===== src/rtl/kp_pkg.sv =====
`timescale 1ns/1ps
package kp_pkg;
    localparam int ROWS  = 4;
    localparam int COLS  = 4;
    localparam int ROW_W = $clog2(ROWS);
    localparam int COL_W = $clog2(COLS);
    localparam int KEY_W = ROW_W + COL_W;

    typedef enum logic [1:0] {
        ST_SCAN    = 2'd0,
        ST_CONFIRM = 2'd1,
        ST_RELEASE = 2'd2
    } kp_state_e;

    typedef struct packed {
        logic [ROW_W-1:0] row;
        logic [COL_W-1:0] col;
    } kp_pos_t;

    function automatic logic [ROWS-1:0] row_select(input logic [ROW_W-1:0] idx);
        logic [ROWS-1:0] v;
        v = '0;
        v[idx] = 1'b1;
        return v;
    endfunction

    function automatic logic [ROW_W-1:0] row_index(input logic [ROWS-1:0] v);
        logic [ROW_W-1:0] idx;
        idx = '0;
        for (int i = ROWS - 1; i >= 0; i--) begin
            if (v[i]) idx = ROW_W'(i);
        end
        return idx;
    endfunction

    function automatic logic [KEY_W-1:0] key_code(input kp_pos_t p);
        return {p.row, p.col};
    endfunction
endpackage


===== src/rtl/kp_sync.sv =====
`timescale 1ns/1ps
module kp_sync #(
    parameter int W      = 4,
    parameter int STAGES = 2
) (
    input  logic         clk,
    input  logic         rst,
    input  logic [W-1:0] d,
    output logic [W-1:0] q
);
    logic [W-1:0] chain [STAGES];

    generate
        for (genvar s = 0; s < STAGES; s++) begin : g_stage
            if (s == 0) begin : g_first
                always_ff @(posedge clk) begin
                    if (rst) chain[s] <= '0;
                    else     chain[s] <= d;
                end
            end else begin : g_next
                always_ff @(posedge clk) begin
                    if (rst) chain[s] <= '0;
                    else     chain[s] <= chain[s-1];
                end
            end
        end
    endgenerate

    assign q = chain[STAGES-1];
endmodule


===== src/rtl/kp_col_pick.sv =====
`timescale 1ns/1ps
module kp_col_pick
    import kp_pkg::*;
(
    input  logic [COLS-1:0]  cols,
    output logic             found,
    output logic [COL_W-1:0] idx
);
    always_comb begin
        idx = '0;
        for (int j = COLS - 1; j >= 0; j--) begin
            if (cols[j]) idx = COL_W'(j);
        end
        found = |cols;
    end
endmodule


===== src/rtl/kp_timer.sv =====
`timescale 1ns/1ps
module kp_timer #(
    parameter int W = 8
) (
    input  logic         clk,
    input  logic         rst,
    input  logic         clr,
    input  logic [W-1:0] last,
    output logic         done
);
    logic [W-1:0] cnt;

    always_ff @(posedge clk) begin
        if (rst || clr) cnt <= '0;
        else if (cnt != last) cnt <= cnt + 1'b1;
    end

    assign done = (cnt == last);
endmodule


===== src/rtl/kp_scanner.sv =====
`timescale 1ns/1ps
module kp_scanner
    import kp_pkg::*;
#(
    parameter int DEBOUNCE_CYC = 1_000_000,
    parameter int DWELL_CYC    = 4,
    parameter int SYNC_STAGES  = 2
) (
    input  logic             clk,
    input  logic             rst,
    input  logic [COLS-1:0]  col_i,
    output logic [ROWS-1:0]  row_o,
    output logic [KEY_W-1:0] key_o,
    output logic             key_valid_o
);
    localparam int DEB_W   = $clog2(DEBOUNCE_CYC + 1);
    localparam int DWELL_W = $clog2(DWELL_CYC + 1);

    kp_state_e        st;
    logic [ROW_W-1:0] row_idx;
    kp_pos_t          cap;
    logic [COLS-1:0]  col_s;
    logic             pick_found;
    logic [COL_W-1:0] pick_idx;
    logic             dwell_clr, dwell_done;
    logic             deb_clr, deb_done;

    kp_sync #(.W(COLS), .STAGES(SYNC_STAGES)) u_sync (
        .clk(clk), .rst(rst), .d(col_i), .q(col_s)
    );

    kp_col_pick u_pick (
        .cols(col_s), .found(pick_found), .idx(pick_idx)
    );

    kp_timer #(.W(DWELL_W)) u_dwell (
        .clk(clk), .rst(rst), .clr(dwell_clr),
        .last(DWELL_W'(DWELL_CYC - 1)), .done(dwell_done)
    );

    kp_timer #(.W(DEB_W)) u_deb (
        .clk(clk), .rst(rst), .clr(deb_clr),
        .last(DEB_W'(DEBOUNCE_CYC - 1)), .done(deb_done)
    );

    always_comb begin
        dwell_clr = (st != ST_SCAN) || dwell_done;
        unique case (st)
            ST_SCAN:    deb_clr = 1'b1;
            ST_CONFIRM: deb_clr = deb_done;
            ST_RELEASE: deb_clr = (|col_s) || deb_done;
            default:    deb_clr = 1'b1;
        endcase
    end

    always_ff @(posedge clk) begin
        if (rst) begin
            st          <= ST_SCAN;
            row_idx     <= '0;
            cap         <= '0;
            key_o       <= '0;
            key_valid_o <= 1'b0;
        end else begin
            key_valid_o <= 1'b0;
            unique case (st)
                ST_SCAN: begin
                    if (dwell_done) begin
                        if (pick_found) begin
                            cap.row <= row_idx;
                            cap.col <= pick_idx;
                            st      <= ST_CONFIRM;
                        end else begin
                            row_idx <= row_idx + 1'b1;
                        end
                    end
                end
                ST_CONFIRM: begin
                    if (deb_done) begin
                        if (col_s[cap.col]) begin
                            key_o       <= key_code(cap);
                            key_valid_o <= 1'b1;
                            st          <= ST_RELEASE;
                        end else begin
                            row_idx <= row_idx + 1'b1;
                            st      <= ST_SCAN;
                        end
                    end
                end
                ST_RELEASE: begin
                    if (!(|col_s) && deb_done) begin
                        row_idx <= '0;
                        st      <= ST_SCAN;
                    end
                end
                default: st <= ST_SCAN;
            endcase
        end
    end

    assign row_o = (st == ST_RELEASE) ? {ROWS{1'b1}} : row_select(row_idx);
endmodule


===== config.mk =====
export PLATFORM = sky130hd
export DESIGN_NAME = kp_scanner
export DESIGN_NICKNAME = d
export VERILOG_FILES = /design/src/rtl/kp_pkg.sv /design/src/rtl/kp_sync.sv /design/src/rtl/kp_col_pick.sv /design/src/rtl/kp_timer.sv /design/src/rtl/kp_scanner.sv
export SDC_FILE = /design/constraint.sdc
export NUM_CORES = 1
export LEC_CHECK = 0
export ABC_AREA = 1
export ABC_CLOCK_PERIOD_IN_PS = 1600
export BUFFER_PORTS_ARGS = -buffer_cell sky130_fd_sc_hd__buf_2
export CAP_MARGIN = 20
export CORE_ASPECT_RATIO = 0.6
export CORE_MARGIN = 2
export CORE_UTILIZATION = 54
export DETAILED_ROUTE_END_ITERATION = 8
export PLACE_DENSITY = 0.72
export SKIP_LAST_GASP = 1
export SLEW_MARGIN = 20
export SYNTH_ARGS = -nofsm -noshare
export SYNTH_HDL_FRONTEND = slang
export SYNTH_SLANG_ARGS = --single-unit

===== constraint.sdc =====
create_clock -name clk -period 1.6 [get_ports clk]
set_input_delay 0.24 -clock clk [delete_from_list [all_inputs] [get_ports clk]]
set_output_delay 0.24 -clock clk [all_outputs]
set_load 0.01 [all_outputs]

==> run summary <==
Number of synthesized register bits: 44. The critical-path cell with the highest stage delay is dfxtp_2. The logs give 28 for the count of cell types in the netlist and 0 for the final antenna-violating net count.

The pre-CTS worst setup slack is -62.0 ps. The endpoint identified for the worst register-to-register timing path is u_deb.cnt[15]. In this run the most critical hold path is launched from col_i[0]. The post-synthesis net count came out at 321. The tools report the final setup slack of the worst path as -4.64 ps. Summed over all layers, the routed wires come to 5.20 mm.

After synthesis, the largest area contributor takes up 39.6% of total cell area. The sort of element at the start of the critical path is a register. Walking the worst path, the cells encountered are ha_4, nand3_4, buf_6, nor3_4, nand4_1, nand4_1, buf_6, buf_8, nor2_1. The count of hold-fix buffers inserted at cts was 0; the total of buffers placed on input and output ports was 14. The final reports fail on negative setup slack.

The worst setup path is of the register to register kind. The average wire per cell in the routed design is 13.0 µm. The antenna diode instance count was 0; the number of cells on the worst hold path was 3. The part of the Yosys area used for sequential elements is 39.6%, and the register-to-register setup slack is -5 ps. For the number of H-tree levels, the log shows 2. TritonCTS built the clock tree. The average cell area after synthesis came out at 7.31 µm². The library cell used as clock root buffer is clkbuf_8. In this run, the number of DRC markers left after iteration 0 of detailed routing was 176.

Among all flip-flop cells after synthesis, the most frequent one is dfxtp_1. The pre-antenna-repair detailed-routing pass consisted of 5 iterations. After synthesis, the cell types taking the most area are dfxtp_1, nand2_1, nor2_1, inv_1, ha_1.

Detailed placement ended at an HPWL of 3.56 mm. Dividing total power by cell area gives a power density of 991 mW/mm². Of the total power, registers draw 43.3%.

For the initial antenna violation count, the log shows 0. The worst hold path endpoint is u_sync.chain[0][0]. For this run, asynchronously set or reset flops after synthesis account for 0%. The run finished, with violations left. The tools report the number of nets in the final layout as 367.

The first global-routing pass estimated 7.87 mm of wire. In the global route stage, overall resource usage came out at 22.5%. The tools report the DRC violation count after routing as 0. The maximum resistive drop on vdd came out at 549 µV. After clock tree synthesis, the clock-pin slew on the worst setup and hold paths is 80 ps. The final worst-path cycle share was 100%.

The most common cell after layout, fill and taps aside was nand2_1. From synthesis to final layout, the design area changed by 29.1%. Routability-driven placement finished with a final weighted congestion of 0.849. The top cell family by delay on the critical path is simple AND/OR/NAND/NOR gates. For the number of rows in the core area, the log shows 18.

For the pin with the worst max-slew slack, the measured transition is 385 ps. The tools report the max-slew violation count as 0. The die is 86.8 µm wide.

The largest single stage delay on the critical path is 360 ps. The logs give 0 for the total overflow reported by the global router and 304 for the number of cells produced by synthesis. Measured against its own limit, the worst slew margin works out to 73.6%. Data on the critical path arrives at its endpoint at 1790 ps. The logs give 0 for the number of warnings reported in the yosys synthesis log and 324 for the number of filler instances in the final layout. The cell type with the largest total area after synthesis is dfxtp_1. Summing every instance area after synthesis gives 0.00222 mm². Setup violations remaining at the end of the flow were counted as 3. For the worst setup path, the data required time is 1790 ps. The core region is 0.00403 mm². The clock network is responsible for 28.6% of the overall power. The tools report the number of sinks driven by the clock tree as 44. In this run the count of I/O pins placed on the die edge is 15. The area enclosed by the die boundary was 0.00466 mm²; the worst reg-to-reg path cell count was 9. In the final layout, the share of cells above drive strength 1 is 33.0%. The worst hold path belongs to the class primary input to register. The via count of the first global-routing pass is 1646, and the combinational cell fraction of total power is 28.1%. Across all layers, the routed design uses 2094 vias. After detailed routing, the number of vias per cell comes to 5.25. The leakage component of the power was 1.14 nW; the minimum clock period after layout was 1600 ps. The run gives 5.88 ps as the final clock skew. For this configuration, the core starts out at a cell density of 55.1%.

The tools report the launch point of the worst reg-to-reg path as u_deb.cnt[1]. Cell internal power was estimated by the tool at 0.00198 W. Setup repair after global routing could not meet its margin everywhere.

The overall die height works out to 53.7 µm. For the final hold violation count, the log shows 0. The insertion delay to the later sink of the worst-skew pair is 300 ps. Based on the critical path, the design can be clocked at up to 623 MHz.

In this run the worst path has a maximum fanout of 5. The critical path buffer and inverter count works out to 3. The worst setup path is captured at a register. The number of violations of the max-capacitance limit was 0; the net switching share of the total power was 30.3%.

For the maximum number of pins on one net before global-route repair, the log shows 19. Counting flops with a built-in enable in the synthesized netlist gives 0. Number of buffers added by the clock tree synthesis step: 5. The run gives 0.000862 W as the switching power summed over all nets.

The top cell types in the final layout, fill and taps aside, are nand2_1, inv_1, nor2_1. The overall power of the completed layout is 0.00284 W. The clock passes through at most 2 buffers.
[repair_timing]
action / in CTS / in global routing
endpoints found under the setup margin: 28 / 33
resized for setup: 10 / 56
setup buffers: 5 / 5
pin swaps: 5 / 11
gates cloned: 2 / 1
[synthesized netlist by cell type (5+ instances only)]
master,count
ha_1,11
nand4_1,12
nand3_1,12
xor2_1,11
xnor2_1,5
nor3_1,6
nand2_1,55
or2_2,7
nor2_1,50
dfxtp_1,44
a21oi_1,13
inv_1,49
o21ai_0,6
[per-layer routing]
metal  part of all wire, %  up-vias  track usage [%]
li1                      -     1045                -
met1                    51      948             35.7
met2                    40       93             29.6
met3                   8.5        8             5.21
met4                  0.77        0             5.47
met5                     0        -                0
[cells by family after synthesis]
| logic type | after synthesis | share of synthesized area (%) |
|---|---|---|
| DFF | 44 | 39.6 |
| and+or+nand+nor | 153 | 31.6 |
| adders and majority gates | 11 | 6.19 |
| xor gates and xnor gates | 16 | 6.31 |
| AOI/OAI and AO/OA | 23 | 6.14 |
| buffers and inverters | 57 | 10.1 |
[flip-flops by register name (all words and copies together), names as in the netlist]
signal,count
st,2
u_sync.chain,8
key_o,4
u_deb.cnt,20
key_valid_o,1
u_dwell.cnt,3
row_idx,2
cap,4
[worst register-to-register path: stages, from the launching register on]
cell and delay [ps]:
dfxtp_2 360, ha_4 150, nand3_4 100, buf_6 160, nor3_4 120, nand4_1 120
nand4_1 160, buf_6 150, buf_8 130, nor2_1 50
[power by group through the flow]
| stage | combinational [W] | sequential, W | clock [W] |
|---|---|---|---|
| floorplan | 0.000407 | 0.00124 | 0 |
| CTS | 0.000739 | 0.00122 | 0.000818 |
| global placement | 0.000628 | 0.00123 | 0 |
| detailed placement | 0.000642 | 0.00124 | 0 |
| finish | 0.000799 | 0.00123 | 0.000811 |
| global route | 0.000869 | 0.00124 | 0.000868 |
[metrics by stage]
step                      setup TNS, ps  utilization [%]  hold WS [ps]  cell area, µm²  std cells
after floorplan                       0                -           347            2220        304
after global placement             -227             61.6           390            2480        382
after detailed placement          -1100             61.6           394            2480        382
after CTS                         -67.0             67.0           146            2700        395
after global routing              -1070             71.1           147            2870        399
final                             -8.22             71.1           143            2870        399
[worst max path at each step]
| stage | start | to | cells after the start |
|---|---|---|---|
| 2_1_floorplan | u_deb.cnt[0] | st[0] | 9 |
| 3_3_place_gp | u_deb.cnt[0] | u_deb.cnt[14] | 8 |
| 3_5_place_dp | u_deb.cnt[1] | u_deb.cnt[14] | 8 |
| 4_1_cts | st[0] | row_o[2] | 4 |
| 5_1_grt | u_deb.cnt[6] | u_deb.cnt[15] | 10 |
| 6_report | u_deb.cnt[1] | u_deb.cnt[15] | 9 |
[layout make-up]
class	instances	area [µm²]	area share, %
sequential	44	903	31.5
inverter	51	191	6.68
multi-input combinational	203	1260	44.1
clock buffer	5	68.8	2.40
clock inverter	1	30.0	1.05
tap	50	62.6	2.18
timing repair buffer	45	347	12.1
Note: power is estimated with default switching activity, not from simulation.
